`config.mk`:
```
export PLATFORM = sky130hd
export DESIGN_NAME = irq_router
export DESIGN_NICKNAME = d
export VERILOG_FILES = /design/src/rtl/irq_router_pkg.sv /design/src/rtl/irq_level_map.sv /design/src/rtl/irq_status_reg.sv /design/src/rtl/irq_router.sv
export SDC_FILE = /design/constraint.sdc
export NUM_CORES = 1
export LEC_CHECK = 0
export ABC_AREA = 1
export BUFFER_PORTS_ARGS = -buffer_cell sky130_fd_sc_hd__buf_2
export CAP_MARGIN = 15
export CORE_MARGIN = 5
export CORE_UTILIZATION = 42
export DETAILED_ROUTE_END_ITERATION = 16
export PLACE_DENSITY = 0.84
export SLEW_MARGIN = 20
export SYNTH_ARGS = -nofsm -noshare
export SYNTH_HDL_FRONTEND = slang
export SYNTH_SLANG_ARGS = --single-unit
```
`constraint.sdc`:
```
create_clock -name clk -period 1.8 [get_ports clk]
set_clock_uncertainty 0.2 [all_clocks]
set_input_delay 0.45 -clock clk [delete_from_list [all_inputs] [get_ports clk]]
set_output_delay 0.45 -clock clk [all_outputs]
set_load 0.01 [all_outputs]
```
`src/rtl/irq_router_pkg.sv`:
```
package irq_router_pkg;

    localparam int NUM_BUS  = 7;
    localparam int NUM_SER  = 5;
    localparam int NUM_SRC  = NUM_BUS + NUM_SER + 1;
    localparam int NUM_LVL  = 5;
    localparam int LVL_W    = 3;
    localparam int DATA_W   = 8;
    localparam int ADDR_W   = 3;

    // Level per source, highest index first: temp, ser4..ser0, bus6..bus0
    localparam logic [NUM_SRC*LVL_W-1:0] DEFAULT_MAP = {
        3'd4,
        3'd0, 3'd4, 3'd3, 3'd2, 3'd2,
        3'd3, 3'd1, 3'd4, 3'd3, 3'd2, 3'd1, 3'd0
    };

    typedef enum logic [1:0] {
        SEL_IDLE,
        SEL_LEVEL,
        SEL_STATUS,
        SEL_EMPTY
    } rd_sel_e;

    typedef struct packed {
        logic [3:0] led;
        logic       sda;
        logic       sclk;
        logic       aclk;
    } line_regs_t;

endpackage

```
`src/rtl/irq_level_map.sv`:
```
module irq_level_map #(
    parameter int NSRC   = 13,
    parameter int NLVL   = 5,
    parameter int LVL_W  = 3,
    parameter int DATA_W = 8,
    parameter logic [NSRC*LVL_W-1:0] MAP = '0
) (
    input  logic [NSRC-1:0]        src_raw,
    input  logic [NSRC-1:0]        src_en,
    output logic [NLVL-1:0]        lvl_req,
    output logic [NLVL*DATA_W-1:0] lvl_view
);

    localparam int POS_W = $clog2(DATA_W) + 1;

    for (genvar lv = 0; lv < NLVL; lv++) begin : g_lvl
        logic              req;
        logic [DATA_W-1:0] view;
        logic [POS_W-1:0]  pos;

        always_comb begin
            req  = 1'b0;
            view = '0;
            pos  = '0;
            for (int s = 0; s < NSRC; s++) begin
                if (MAP[s*LVL_W +: LVL_W] == LVL_W'(lv)) begin
                    req = req | (src_raw[s] & src_en[s]);
                    if (pos < POS_W'(DATA_W)) begin
                        view[pos[POS_W-2:0]] = src_raw[s];
                    end
                    pos = pos + 1'b1;
                end
            end
        end

        assign lvl_req[lv]                    = req;
        assign lvl_view[lv*DATA_W +: DATA_W]  = view;
    end

endmodule

```
`src/rtl/irq_status_reg.sv`:
```
module irq_status_reg
    import irq_router_pkg::*;
#(
    parameter int DATA_W = 8
) (
    input  logic              clk,
    input  logic              rst_n,
    input  logic              wr_stb,
    input  logic [DATA_W-1:0] wr_data,
    output line_regs_t        lines,
    output logic              temp_open
);

    always_ff @(posedge clk or negedge rst_n) begin
        if (!rst_n) begin
            lines     <= '0;
            temp_open <= 1'b1;
        end else if (wr_stb) begin
            lines.led  <= wr_data[7:4];
            lines.sda  <= wr_data[3];
            lines.sclk <= wr_data[2];
            lines.aclk <= wr_data[1];
            temp_open  <= wr_data[1];
        end
    end

endmodule

```
`src/rtl/irq_router.sv`:
```
module irq_router
    import irq_router_pkg::*;
#(
    parameter int NBUS   = NUM_BUS,
    parameter int NSER   = NUM_SER,
    parameter int NLVL   = NUM_LVL,
    parameter int LVL_W  = irq_router_pkg::LVL_W,
    parameter int DATA_W = irq_router_pkg::DATA_W,
    parameter int ADDR_W = irq_router_pkg::ADDR_W,
    parameter logic [(NBUS+NSER+1)*LVL_W-1:0] SRC_MAP = DEFAULT_MAP,
    parameter logic [ADDR_W-1:0] STAT_ADDR = '1
) (
    input  logic              clk,
    input  logic              rst_n,
    input  logic [NBUS-1:0]   bus_irq,
    input  logic [NSER-1:0]   ser_irq,
    input  logic              temp_irq,
    input  logic              fpu_irq,
    input  logic              bus_tmo,
    input  logic [ADDR_W-1:0] addr,
    input  logic              rd_en,
    input  logic              wr_en,
    input  logic [DATA_W-1:0] wr_data,
    output logic [DATA_W-1:0] rd_data,
    output logic [NLVL:0]     cpu_int,
    output logic [3:0]        led,
    output logic              sda_o,
    output logic              sclk_o,
    output logic              aclk_o
);

    localparam int NSRC = NBUS + NSER + 1;

    logic [NSRC-1:0]        src_raw;
    logic [NSRC-1:0]        src_en;
    logic [NLVL-1:0]        lvl_req;
    logic [NLVL*DATA_W-1:0] lvl_view;
    logic                   temp_open;
    line_regs_t             lines;
    rd_sel_e                rd_sel;
    logic [DATA_W-1:0]      rd_next;
    int                     lvl_idx;

    assign src_raw = {temp_irq, ser_irq, bus_irq};
    assign src_en  = {temp_open, {(NSRC-1){1'b1}}};

    irq_level_map #(
        .NSRC   (NSRC),
        .NLVL   (NLVL),
        .LVL_W  (LVL_W),
        .DATA_W (DATA_W),
        .MAP    (SRC_MAP)
    ) u_map (
        .src_raw  (src_raw),
        .src_en   (src_en),
        .lvl_req  (lvl_req),
        .lvl_view (lvl_view)
    );

    irq_status_reg #(
        .DATA_W (DATA_W)
    ) u_stat (
        .clk       (clk),
        .rst_n     (rst_n),
        .wr_stb    (wr_en && (addr == STAT_ADDR)),
        .wr_data   (wr_data),
        .lines     (lines),
        .temp_open (temp_open)
    );

    assign cpu_int = {fpu_irq, lvl_req};
    assign led     = lines.led;
    assign sda_o   = lines.sda;
    assign sclk_o  = lines.sclk;
    assign aclk_o  = lines.aclk;

    // Read source selection
    always_comb begin
        if (!rd_en)
            rd_sel = SEL_IDLE;
        else if (addr == STAT_ADDR)
            rd_sel = SEL_STATUS;
        else if (int'(addr) < NLVL)
            rd_sel = SEL_LEVEL;
        else
            rd_sel = SEL_EMPTY;
    end

    assign lvl_idx = (int'(addr) < NLVL) ? int'(addr) : 0;

    always_comb begin
        rd_next = '0;
        unique case (rd_sel)
            SEL_IDLE:   rd_next = '0;
            SEL_LEVEL:  rd_next = lvl_view[lvl_idx*DATA_W +: DATA_W];
            SEL_STATUS: rd_next = {{(DATA_W-2){1'b0}}, temp_irq, bus_tmo};
            SEL_EMPTY:  rd_next = '0;
        endcase
    end

    always_ff @(posedge clk or negedge rst_n) begin
        if (!rst_n)
            rd_data <= '0;
        else
            rd_data <= rd_next;
    end

endmodule

```
==> qor.csv, run 1 <==
stage;metric;value;unit
global_routing;All-Layer GR Usage;12.73;%
setup_path;crit-path max cell delay;0.35;ns
floorplanning;die width;50.92;um
place;post-placement cell area;854.6;sq um
place;RD Place Congestion;0.8100;
route;via/cell ratio;4.503;
route;drt initial violations;14;
logic_synthesis;average instance area after synthesis;7.175;sq um
final_layout;Layout area overhead;26.69;%
logic_synthesis;post-synth top area cell;dfrtp_1;
route;WL/cell;10.59;um
logic_synthesis;Synth area leaders;dfrtp_1, nand2_1, buf_4, nand3_1, dfstp_2;
floorplanning;num rows;14;
logic_synthesis;top-count cell post-synth;nand2_1;
logic_synthesis;Post-Syn Area;703.2;sq um
timing;setup tns final;0;ns
power;Final Power;644.8;uW
power;Pwr Density;723.8;nW/um^2
place;number of port buffers;42;
final_layout;share of cells above drive strength 1;40.15;%
power;VDD IR-drop max;606.1;uV
final_layout;antenna cells;0;
setup_path;WP data required;1.15;ns
global_routing;initial antenna violation count;0;
setup_path;critical path arrival;1.04;ns
timing;final cycle utilization of the critical path;93.91;%
setup_path;CP delay by family, top;simple AND/OR/NAND/NOR gates;
floorplanning;IO Pins;51;
min_path;Hold Path Class;in -> reg;
route;Total Wirelength;1.620;mm
power;Leak;0.0005459;uW
setup_path;CP max stage cell;or3_1;
setup_path;Critical Path Start Type;input pin;
place;detailed placement HPWL;1.388;mm
logic_synthesis;Post-synth EDFFs;0;
floorplanning;Die ar.;2592;sq um
final_layout;post-route cell area;890.9;sq um
clock_tree;CTS buffer count;3;
floorplanning;die height;50.92;um
setup_path;critical path type;in -> out;
clock_tree;CTS tree;built;
status;outcome;finished clean;
timing;Period minus WS final;1.690;ns
setup_path;Top cell by count, worst path;buf_2;
logic_synthesis;area share of the largest cell type after synthesis;35.59;%
clock_tree;CTS Buffer Depth;2;
timing;RSZ-0062 raised after global routing;false;
route;via count;689;
floorplanning;Initial Util;45.62;%
logic_synthesis;post-synthesis cell count;98;
clock_tree;Root Buffer;clkbuf_4;
logic_synthesis;post-synth cell types;18;
floorplanning;core area;1541;sq um
timing;fin. max-slew vios;0;
place;Inst Count DP;148;
logic_synthesis;Post-synth ARST share;100.0;%
clock_tree;CTS resizes;0;
setup_path;crit path cell chain;buf_2, or3_1, buf_2;
route;Antenna Nets Post-Route;0;
clock_tree;Worst-path clk slew;0.06;ns
route;TritonRoute pass-1 iters;4;
setup_path;critical path capture point type;primary output;
clock_tree;Worst-Skew Late Latency;0.26;ns
setup_path;Crit Path Max Fanout;2;
logic_synthesis;Yosys warnings;0;
global_routing;Remaining Overflow, GRT;0;
global_routing;first-pass GRT wire length;2.601;mm
logic_synthesis;FF+latch count, synth;11;
logic_synthesis;Post-synth top cells;nand2_1, buf_4, nand3_1, dfrtp_1, inv_1;
global_routing;largest net degree at the start of global routing;12;
clock_tree;H-tree lvl count;1;
timing;achievable frequency;591.6;MHz
logic_synthesis;Post-synth top flop;dfrtp_1;
flow_run;Max Cap Viol;0;
setup_path;worst path bufs/invs;2;
clock_tree;Clock Sinks;11;
timing;Final setup viols;0;
timing;final hold vios;0;
global_routing;vias in the first global route;646;
route;DRC Markers;0;
final_layout;Final nets;168;
final_layout;Final Non-Filler Cells;153;
logic_synthesis;Seq/Total Area, Yosys;39.32;%
-- logic make-up (layout without fill, tap and decap cells) --
| group | Yosys count | count (layout) | synth area share (%) |
|---|---|---|---|
| compound gates | 6 | 6 | 4.271 |
| simple gates | 59 | 59 | 37.72 |
| other cells | 1 | 5 | 0.5333 |
| buf+inv | 21 | 56 | 18.15 |
| flops | 11 | 11 | 39.32 |
-- worst paths after layout --
path / slack [ns] / end / cells past startpoint / start
setup / recovery: 0.11 / cpu_int[3] / 3 / bus_irq[6]
hold / removal: 0.18 / u_stat.lines[4] / 3 / wr_data[5]
setup reg to reg: 0.91 / u_stat.temp_open / 2 / u_stat.temp_open
hold reg to reg: 0.26 / u_stat.lines[0] / 2 / u_stat.lines[0]
max in group asynchronous: 0.77 / u_stat.temp_open / 2 / rst_n
min in group asynchronous: 0.38 / u_stat.lines[4] / 2 / rst_n
-- routing by layer --
metal | track usage (%) | wire length [um] | up-vias
met4 | 2.553 | 0 | 0
met1 | 13.18 | 590 | 303
li1 | - | - | 365
met5 | 0 | 0 | -
met2 | 24.17 | 926 | 21
met3 | 4.651 | 103 | 0
-- worst reg2reg max path, delay by kind of cell (launching register included) --
family | cells | cell delay (ns)
AND/OR/NAND/NOR | 2 | 0.11
flip-flops | 1 | 0.53
-- cells in the final DEF, fill, tap and decap left out --
master         synthesis  final
nand2_2                1      1
dfstp_2                1      1
buf_2                  0     42
nand3_2                1      1
conb_1                 1      5
nor2_1                 1      1
o21ai_0                2      2
nand2_1               40     40
clkbuf_4               0      3
dlygate4sd3_1          0      1
inv_1                  6      6
dfrtp_1               10     10
inv_2                  3      3
clkbuf_1               0      1
or2_2                  2      2
or3_1                  1      1
nor3_2                 1      1
a21oi_1                4      4
nand3_1               11     11
nor2_4                 1      1
-- power breakdown --
group	switching [uW]	leakage [uW]	internal [uW]
Clock	74.9	0.0000150	85.7
Sequential	16.0	0.000139	288
Combinational	102	0.000392	77.7
-- metrics by stage --
stage / utilization, % / hold WS, ns / worst slack (ns)
final: 57.79 / 0.1835 / 0.1096
after global routing: 57.79 / 0.1742 / 0.06867
after CTS: 57.79 / 0.1782 / 0.1083
after detailed placement: 55.44 / 0.1244 / 0.1083
after global placement: 55.44 / 0.1188 / 0.1103
after floorplan: - / -0.04559 / 0.2069
-- area by class of cell --
cell class	count	area (sq um)
inverter	9	33.78
clock buffer	4	26.28
timing repair buffer	43	220.2
tap	16	20.02
sequential	11	276.5
multi-input combinational	70	314.1
fill	157	650.6
-- flip-flops by register name, summed over array words and instances, names as in the netlist --
| signal | cells |
|---|---|
| u_stat.lines | 7 |
| u_stat.temp_open | 1 |
| rd_data | 3 |
-- timing repair --
item                                   in CTS  in global routing
endpoints found under the hold margin      10                  0
buffers inserted                            0                  0
hold buffers                                1                  0
(Power assumes the default switching activity.)
==> run 2, diff against run 1 <==
--- a/config.mk
+++ b/config.mk
@@ -8,10 +8,12 @@
 export ABC_AREA = 1
 export BUFFER_PORTS_ARGS = -buffer_cell sky130_fd_sc_hd__buf_2
 export CAP_MARGIN = 15
+export CELL_PAD_IN_SITES_DETAIL_PLACEMENT = 2
+export CELL_PAD_IN_SITES_GLOBAL_PLACEMENT = 2
 export CORE_MARGIN = 5
-export CORE_UTILIZATION = 42
+export CORE_UTILIZATION = 20
 export DETAILED_ROUTE_END_ITERATION = 16
-export PLACE_DENSITY = 0.84
+export PLACE_DENSITY = 0.82
 export SLEW_MARGIN = 20
 export SYNTH_ARGS = -nofsm -noshare
 export SYNTH_HDL_FRONTEND = slang
==> constraint.sdc (replaced) <==
create_clock -name clk -period 1.8 [get_ports clk]
set_clock_uncertainty 0.2 [all_clocks]
set_input_delay 0.09 -clock clk [delete_from_list [all_inputs] [get_ports clk]]
set_output_delay 0.09 -clock clk [all_outputs]
set_load 0.01 [all_outputs]
==> qor.csv, run 2 (synthesis gave the netlist of run 1 again) <==
stage;metric;value;unit;change
global_routing;All-Layer GR Usage;10.99;%;-1.7 points
clock_tree;CTS Buffer Depth;2;;unchanged
timing;final cycle utilization of the critical path;90.65;%;-3.3 points
floorplanning;num rows;21;;+7
clock_tree;Clock Sinks;11;;unchanged
timing;Period minus WS final;1.632;ns;-0.05870 ns
timing;Min Hold Slack;0.0007846;ns;-0.1828 ns
route;via/cell ratio;4.146;;-7.9%
final_layout;antenna cells;0;;unchanged
final_layout;largest registers;u_stat.lines: 7 flops, rd_data: 3 flops, u_stat.temp_open: 1 flops;;
place;RD Place Congestion;0.7781;;-3.9%
final_layout;Reg with most FFs;u_stat.lines;;
min_path;end of the worst hold path;u_stat.lines[1];;
setup_path;R2R depth;2;;unchanged
place;number of port buffers;42;;unchanged
final_layout;Layout area overhead;54.80;%;
floorplanning;IO Pins;51;;unchanged
setup_path;Crit Path Max Fanout;3;;+1
timing;RSZ-0062 raised after global routing;false;;
floorplanning;die width;69.30;um;+36%
timing;achievable frequency;612.9;MHz;+3.6%
floorplanning;die height;69.30;um;+36%
clock_tree;CTS tree;built;;
route;Antenna Nets Post-Route;0;;unchanged
clock_tree;Worst-Skew Late Latency;0.28;ns;+0.02 ns
min_path;Hold Path Class;in -> reg;;
setup_path;crit-path max cell delay;0.54;ns;+0.19 ns
clock_tree;Worst-path clk slew;0.07;ns;about the same
global_routing;first-pass GRT wire length;4.388;mm;+69%
power;Final Power;697.9;uW;+8.2%
clock_tree;Post-CTS Setup Bufs;0;;unchanged
clock_tree;CTS buffer count;3;;unchanged
floorplanning;core area;3363;sq um;+120%
final_layout;max reg flops;7;;unchanged
timing;setup tns final;0;ns;unchanged
setup_path;CP max stage cell;dlygate4sd3_1;;
setup_path;R2R Path End;u_stat.temp_open;;
clock_tree;H-tree lvl count;1;;unchanged
final_layout;sequential cell area;276.5;sq um;unchanged
place;detailed placement HPWL;1.980;mm;+43%
clock_tree;Root Buffer;clkbuf_4;;
setup_path;r2r startpoint;u_stat.temp_open;;
setup_path;critical path type;in -> reg;;
final_layout;Final Util;32.37;%;-25 points
timing;Final setup viols;0;;unchanged
power;Pwr Density;641.2;nW/um^2;-11%
setup_path;critical path arrival;1.59;ns;+0.55 ns
power;Leak;0.0006093;uW;+12%
route;DRC Markers;0;;unchanged
final_layout;most common cell after layout, fill and taps aside;buf_2;;
setup_path;WP data required;1.76;ns;+0.61 ns
route;TritonRoute pass-1 iters;2;;-2
setup_path;critical path capture point type;register;;
timing;final hold vios;0;;unchanged
final_layout;fillers;423;;+170%
setup_path;Top cell by count, worst path;nand2_1;;
route;Total Wirelength;2.463;mm;+52%
final_layout;most frequent cells in the layout;buf_2, nand2_1, dlygate4sd3_1, nand3_1, dfrtp_1;;
route;drt initial violations;9;;-5
status;outcome;finished clean;;
power;VDD IR-drop max;143.5;uV;-76%
route;via count;825;;+20%
min_path;cell depth of the worst hold path;5;;+2
setup_path;crit path cell chain;dlygate4sd3_1, buf_2, nand2_1, a21oi_1, nand2_1, nand2_1, dlygate4sd3_1;;
flow_run;Max Cap Viol;0;;unchanged
floorplanning;Initial Util;20.91;%;-25 points
final_layout;Multi-input gate area;314.1;sq um;unchanged
final_layout;share of cells above drive strength 1;35.95;%;-4.2 points
global_routing;largest net degree at the start of global routing;12;;unchanged
global_routing;vias in the first global route;969;;+50%
route;WL/cell;12.38;um;+17%
setup_path;Critical Path Start Type;input pin;;
setup_path;R2R setup slack;0.91;ns;about the same
final_layout;Final nets;184;;+9.5%
timing;fin. max-slew vios;0;;unchanged
global_routing;Remaining Overflow, GRT;0;;unchanged
min_path;hold wc startpoint;wr_en;;
global_routing;initial antenna violation count;0;;unchanged
floorplanning;Die ar.;4802;sq um;+85%
==> run 2: what timing repair did <==
item / in CTS / in global routing
setup endpoints to repair: 0 / 0
hold buffers: 17 / 0
endpoints found under the hold margin: 23 / 0
gates resized for setup: 0 / 0
==> run 2: metrics by stage <==
step                setup WS [ns]  instance area [sq um]  std cells
CTS                        0.1742                   1089        199
global placement           0.6327                  892.1        178
detailed placement         0.5659                  892.1        178
global route              0.07564                   1089        199
floorplan                  0.7995                  718.2        102
finish                     0.1683                   1089        199
==> run 2: worst max-delay path, delay by kind of cell <==
family | cells | cell delay, ns
buffers and inverters | 3 | 1.21
AOI/OAI and AO/OA | 1 | 0.05
and+or+nand+nor | 3 | 0.25
==> run 2: worst max path at each step <==
stage               cells past startpoint             start         endpoint  slack [ns]
floorplan                               3  u_stat.temp_open       cpu_int[4]        0.80
global placement                        6           addr[0]  u_stat.lines[2]        0.63
detailed placement                      6           addr[0]  u_stat.lines[2]        0.57
CTS                                     7             rd_en       rd_data[1]        0.17
global route                            7             rd_en       rd_data[1]        0.08
finish                                  7             rd_en       rd_data[1]        0.17
==> run 2: power breakdown <==
group          switching [uW]  leakage (uW)  internal (uW)
sequential               19.4      0.000139            288
clock                    87.8     0.0000150           86.0
combinational             117      0.000456           99.6
total                     224      0.000609            474
==> run 2: area by class of cell <==
class | count | share of cell area [%]
Inverter | 9 | 3.103
Tap cell | 46 | 5.287
Timing Repair Buffer | 59 | 34.94
Clock buffer | 4 | 2.414
Sequential cell | 11 | 25.40
Multi-Input combinational cell | 70 | 28.85
==> run 2: metal layers <==
layer  track usage, %  vias up  routed length, um
met1            12.06      383               1028
met3            2.609        5                191
met2            20.02       41               1198
li1                 -      396                  -
met4            4.555        0                 45
met5                0        -                  0
==> run 3, diff against run 2 <==
--- a/config.mk
+++ b/config.mk
@@ -7,13 +7,12 @@
 export LEC_CHECK = 0
 export ABC_AREA = 1
 export BUFFER_PORTS_ARGS = -buffer_cell sky130_fd_sc_hd__buf_2
-export CAP_MARGIN = 15
 export CELL_PAD_IN_SITES_DETAIL_PLACEMENT = 2
 export CELL_PAD_IN_SITES_GLOBAL_PLACEMENT = 2
 export CORE_MARGIN = 5
-export CORE_UTILIZATION = 20
+export CORE_UTILIZATION = 19
 export DETAILED_ROUTE_END_ITERATION = 16
-export PLACE_DENSITY = 0.82
+export PLACE_DENSITY = 0.79
 export SLEW_MARGIN = 20
 export SYNTH_ARGS = -nofsm -noshare
 export SYNTH_HDL_FRONTEND = slang
==> constraint.sdc (replaced) <==
create_clock -name clk -period 1.6 [get_ports clk]
set_clock_uncertainty 0.2 [all_clocks]
set_input_delay 0.08 -clock clk [delete_from_list [all_inputs] [get_ports clk]]
set_output_delay 0.08 -clock clk [all_outputs]
set_load 0.01 [all_outputs]
==> qor.csv, run 3 (synthesis gave the netlist of run 1 again) <==
stage;metric;value;unit;change
status;outcome;finished clean;;
power;Final Power;865.7;uW;+24%
floorplanning;Die ar.;5018;sq um;+4.5%
timing;Min Hold Slack;0.001021;ns;+0.0002366 ns
timing;achievable frequency;663.9;MHz;
route;DRC Markers;0;;unchanged
route;via count;801;;-2.9%
setup_path;Critical Path Start Type;input pin;;
setup_path;Crit Path Max Fanout;3;;unchanged
route;drt initial violations;22;;+13
clock_tree;Worst-path clk slew;0.05;ns;-0.02 ns
clock_tree;CTS buffer count;3;;unchanged
timing;final cycle utilization of the critical path;94.14;%;
global_routing;gr busiest metal;met2;;
floorplanning;core area;3633;sq um;+8.0%
setup_path;WP data required;1.53;ns;-0.23 ns
power;VDD IR-drop max;186.4;uV;+30%
flow_run;Max Cap Viol;0;;unchanged
timing;setup tns final;0;ns;unchanged
final_layout;most common cell after layout, fill and taps aside;buf_2;;
clock_tree;CTS resizes;0;;unchanged
route;via/cell ratio;4.045;;-2.4%
floorplanning;die height;70.84;um;+2.2%
clock_tree;CTS Buffer Depth;2;;unchanged
global_routing;initial antenna violation count;0;;unchanged
power;Pwr Density;801.7;nW/um^2;+25%
timing;Period minus WS final;1.506;ns;
place;number of port buffers;42;;unchanged
floorplanning;Initial Util;19.35;%;-1.6 points
timing;fin. max-slew vios;0;;unchanged
place;detailed placement HPWL;2.074;mm;+4.7%
global_routing;met1 usage;11.00;%;-1.1 points
floorplanning;num rows;22;;+4.8%
timing;RSZ-0062 raised after global routing;false;;
clock_tree;Post-CTS Setup Bufs;0;;unchanged
route;WL/cell;12.74;um;+3.0%
floorplanning;IO Pins;51;;unchanged
global_routing;met3 Usage GRT;2.983;%;+0.37 points
final_layout;Final nets;181;;-1.6%
floorplanning;die width;70.84;um;+2.2%
global_routing;largest net degree at the start of global routing;12;;unchanged
min_path;Hold Path Class;in -> reg;;
timing;final hold vios;0;;unchanged
setup_path;critical path arrival;1.44;ns;-0.15 ns
clock_tree;H-tree lvl count;1;;unchanged
min_path;hold wc startpoint;addr[1];;
global_routing;GRT met2 Usage;19.05;%;-0.97 points
timing;Final setup viols;0;;unchanged
setup_path;crit path launch;temp_irq;;
clock_tree;Worst-Skew Late Latency;0.24;ns;-0.04 ns
final_layout;antenna cells;0;;unchanged
route;Total Wirelength;2.523;mm;+2.4%
clock_tree;Root Buffer;clkbuf_8;;
final_layout;Reg with most FFs;u_stat.lines;;
global_routing;Remaining Overflow, GRT;0;;unchanged
final_layout;most frequent cells in the layout;buf_2, nand2_1, dlygate4sd3_1, nand3_1, dfrtp_1;;
place;RD Place Congestion;0.8935;;+15%
final_layout;max reg flops;7;;unchanged
global_routing;All-Layer GR Usage;10.30;%;-0.69 points
global_routing;first-pass GRT wire length;4.153;mm;-5.4%
final_layout;share of cells above drive strength 1;36.67;%;+0.72 points
route;Antenna Nets Post-Route;0;;unchanged
power;Leak;0.0006027;uW;-1.1%
setup_path;critical path type;in -> reg;;
setup_path;critical path capture point type;register;;
global_routing;vias in the first global route;941;;-2.9%
final_layout;largest registers;u_stat.lines: 7 flops, rd_data: 3 flops, u_stat.temp_open: 1 flops;;
setup_path;r2r startpoint;u_stat.temp_open;;
clock_tree;Clock Sinks;11;;unchanged
final_layout;Layout area overhead;53.56;%;
clock_tree;CTS tree;built;;
route;TritonRoute pass-1 iters;4;;+2
==> run 3: cell count changes in the layout (fill, tap and decap cells not counted) <==
cell	delta
dlygate4sd3_1	-3
clkbuf_8	+3
clkbuf_4	-3
==> run 3: per-stage QoR <==
step / utilization, % / cell area [sq um] / cells / setup slack, ns
after floorplan: - / 718.2 / 102 / 0.6095
after global placement: 24.62 / 894.6 / 180 / 0.4636
after detailed placement: 24.62 / 894.6 / 180 / 0.4088
after CTS: 29.72 / 1080 / 198 / 0.1244
after global routing: 29.72 / 1080 / 198 / 0.05895
final: 29.72 / 1080 / 198 / 0.09380
==> run 3: final timing paths <==
check / end / slack, ns / cells after the start
worst max-delay path: rd_data[1] / 0.09 / 5
worst min-delay path: rd_data[2] / 0.001 / 4
worst max register to register: u_stat.temp_open / 0.71 / 2
worst min register to register: u_stat.temp_open / 0.27 / 2
max in group asynchronous: u_stat.temp_open / 0.89 / 2
min in group asynchronous: u_stat.lines[6] / 0.05 / 2
==> run 3: final cells by class <==
type / count / area, sq um
Tap cell: 48 / 60.06
Inverter: 9 / 33.78
Clock buffer: 4 / 45.04
Fill cell: 455 / 2554
Multi-Input combinational cell: 70 / 314.1
Sequential cell: 11 / 276.5
Timing Repair Buffer: 56 / 350.3
==> run 3: worst max-delay path, stage by stage <==
cell           delay (ns)
dlygate4sd3_1        0.53
buf_2                0.14
nand3_1              0.08
dlygate4sd3_1        0.55
nand2_1              0.06
==> run 3: power breakdown <==
part	switching, uW	total [uW]	internal (uW)
clock network	107	282	175
logic	131	237	106
registers	21.4	347	325
==> run 3: per-layer routing <==
layer | vias to the layer above | wire (um)
met2 | 42 | 1251
met3 | 3 | 246
met5 | - | 0
li1 | 393 | -
met4 | 0 | 34
met1 | 363 | 990
==> run 3: what timing repair did <==
| item | 4_1_cts | 5_1_grt |
|---|---|---|
| endpoints found under the setup margin | 0 | 0 |
| hold endpoints to repair | 23 | 0 |
| hold buffers | 14 | 0 |
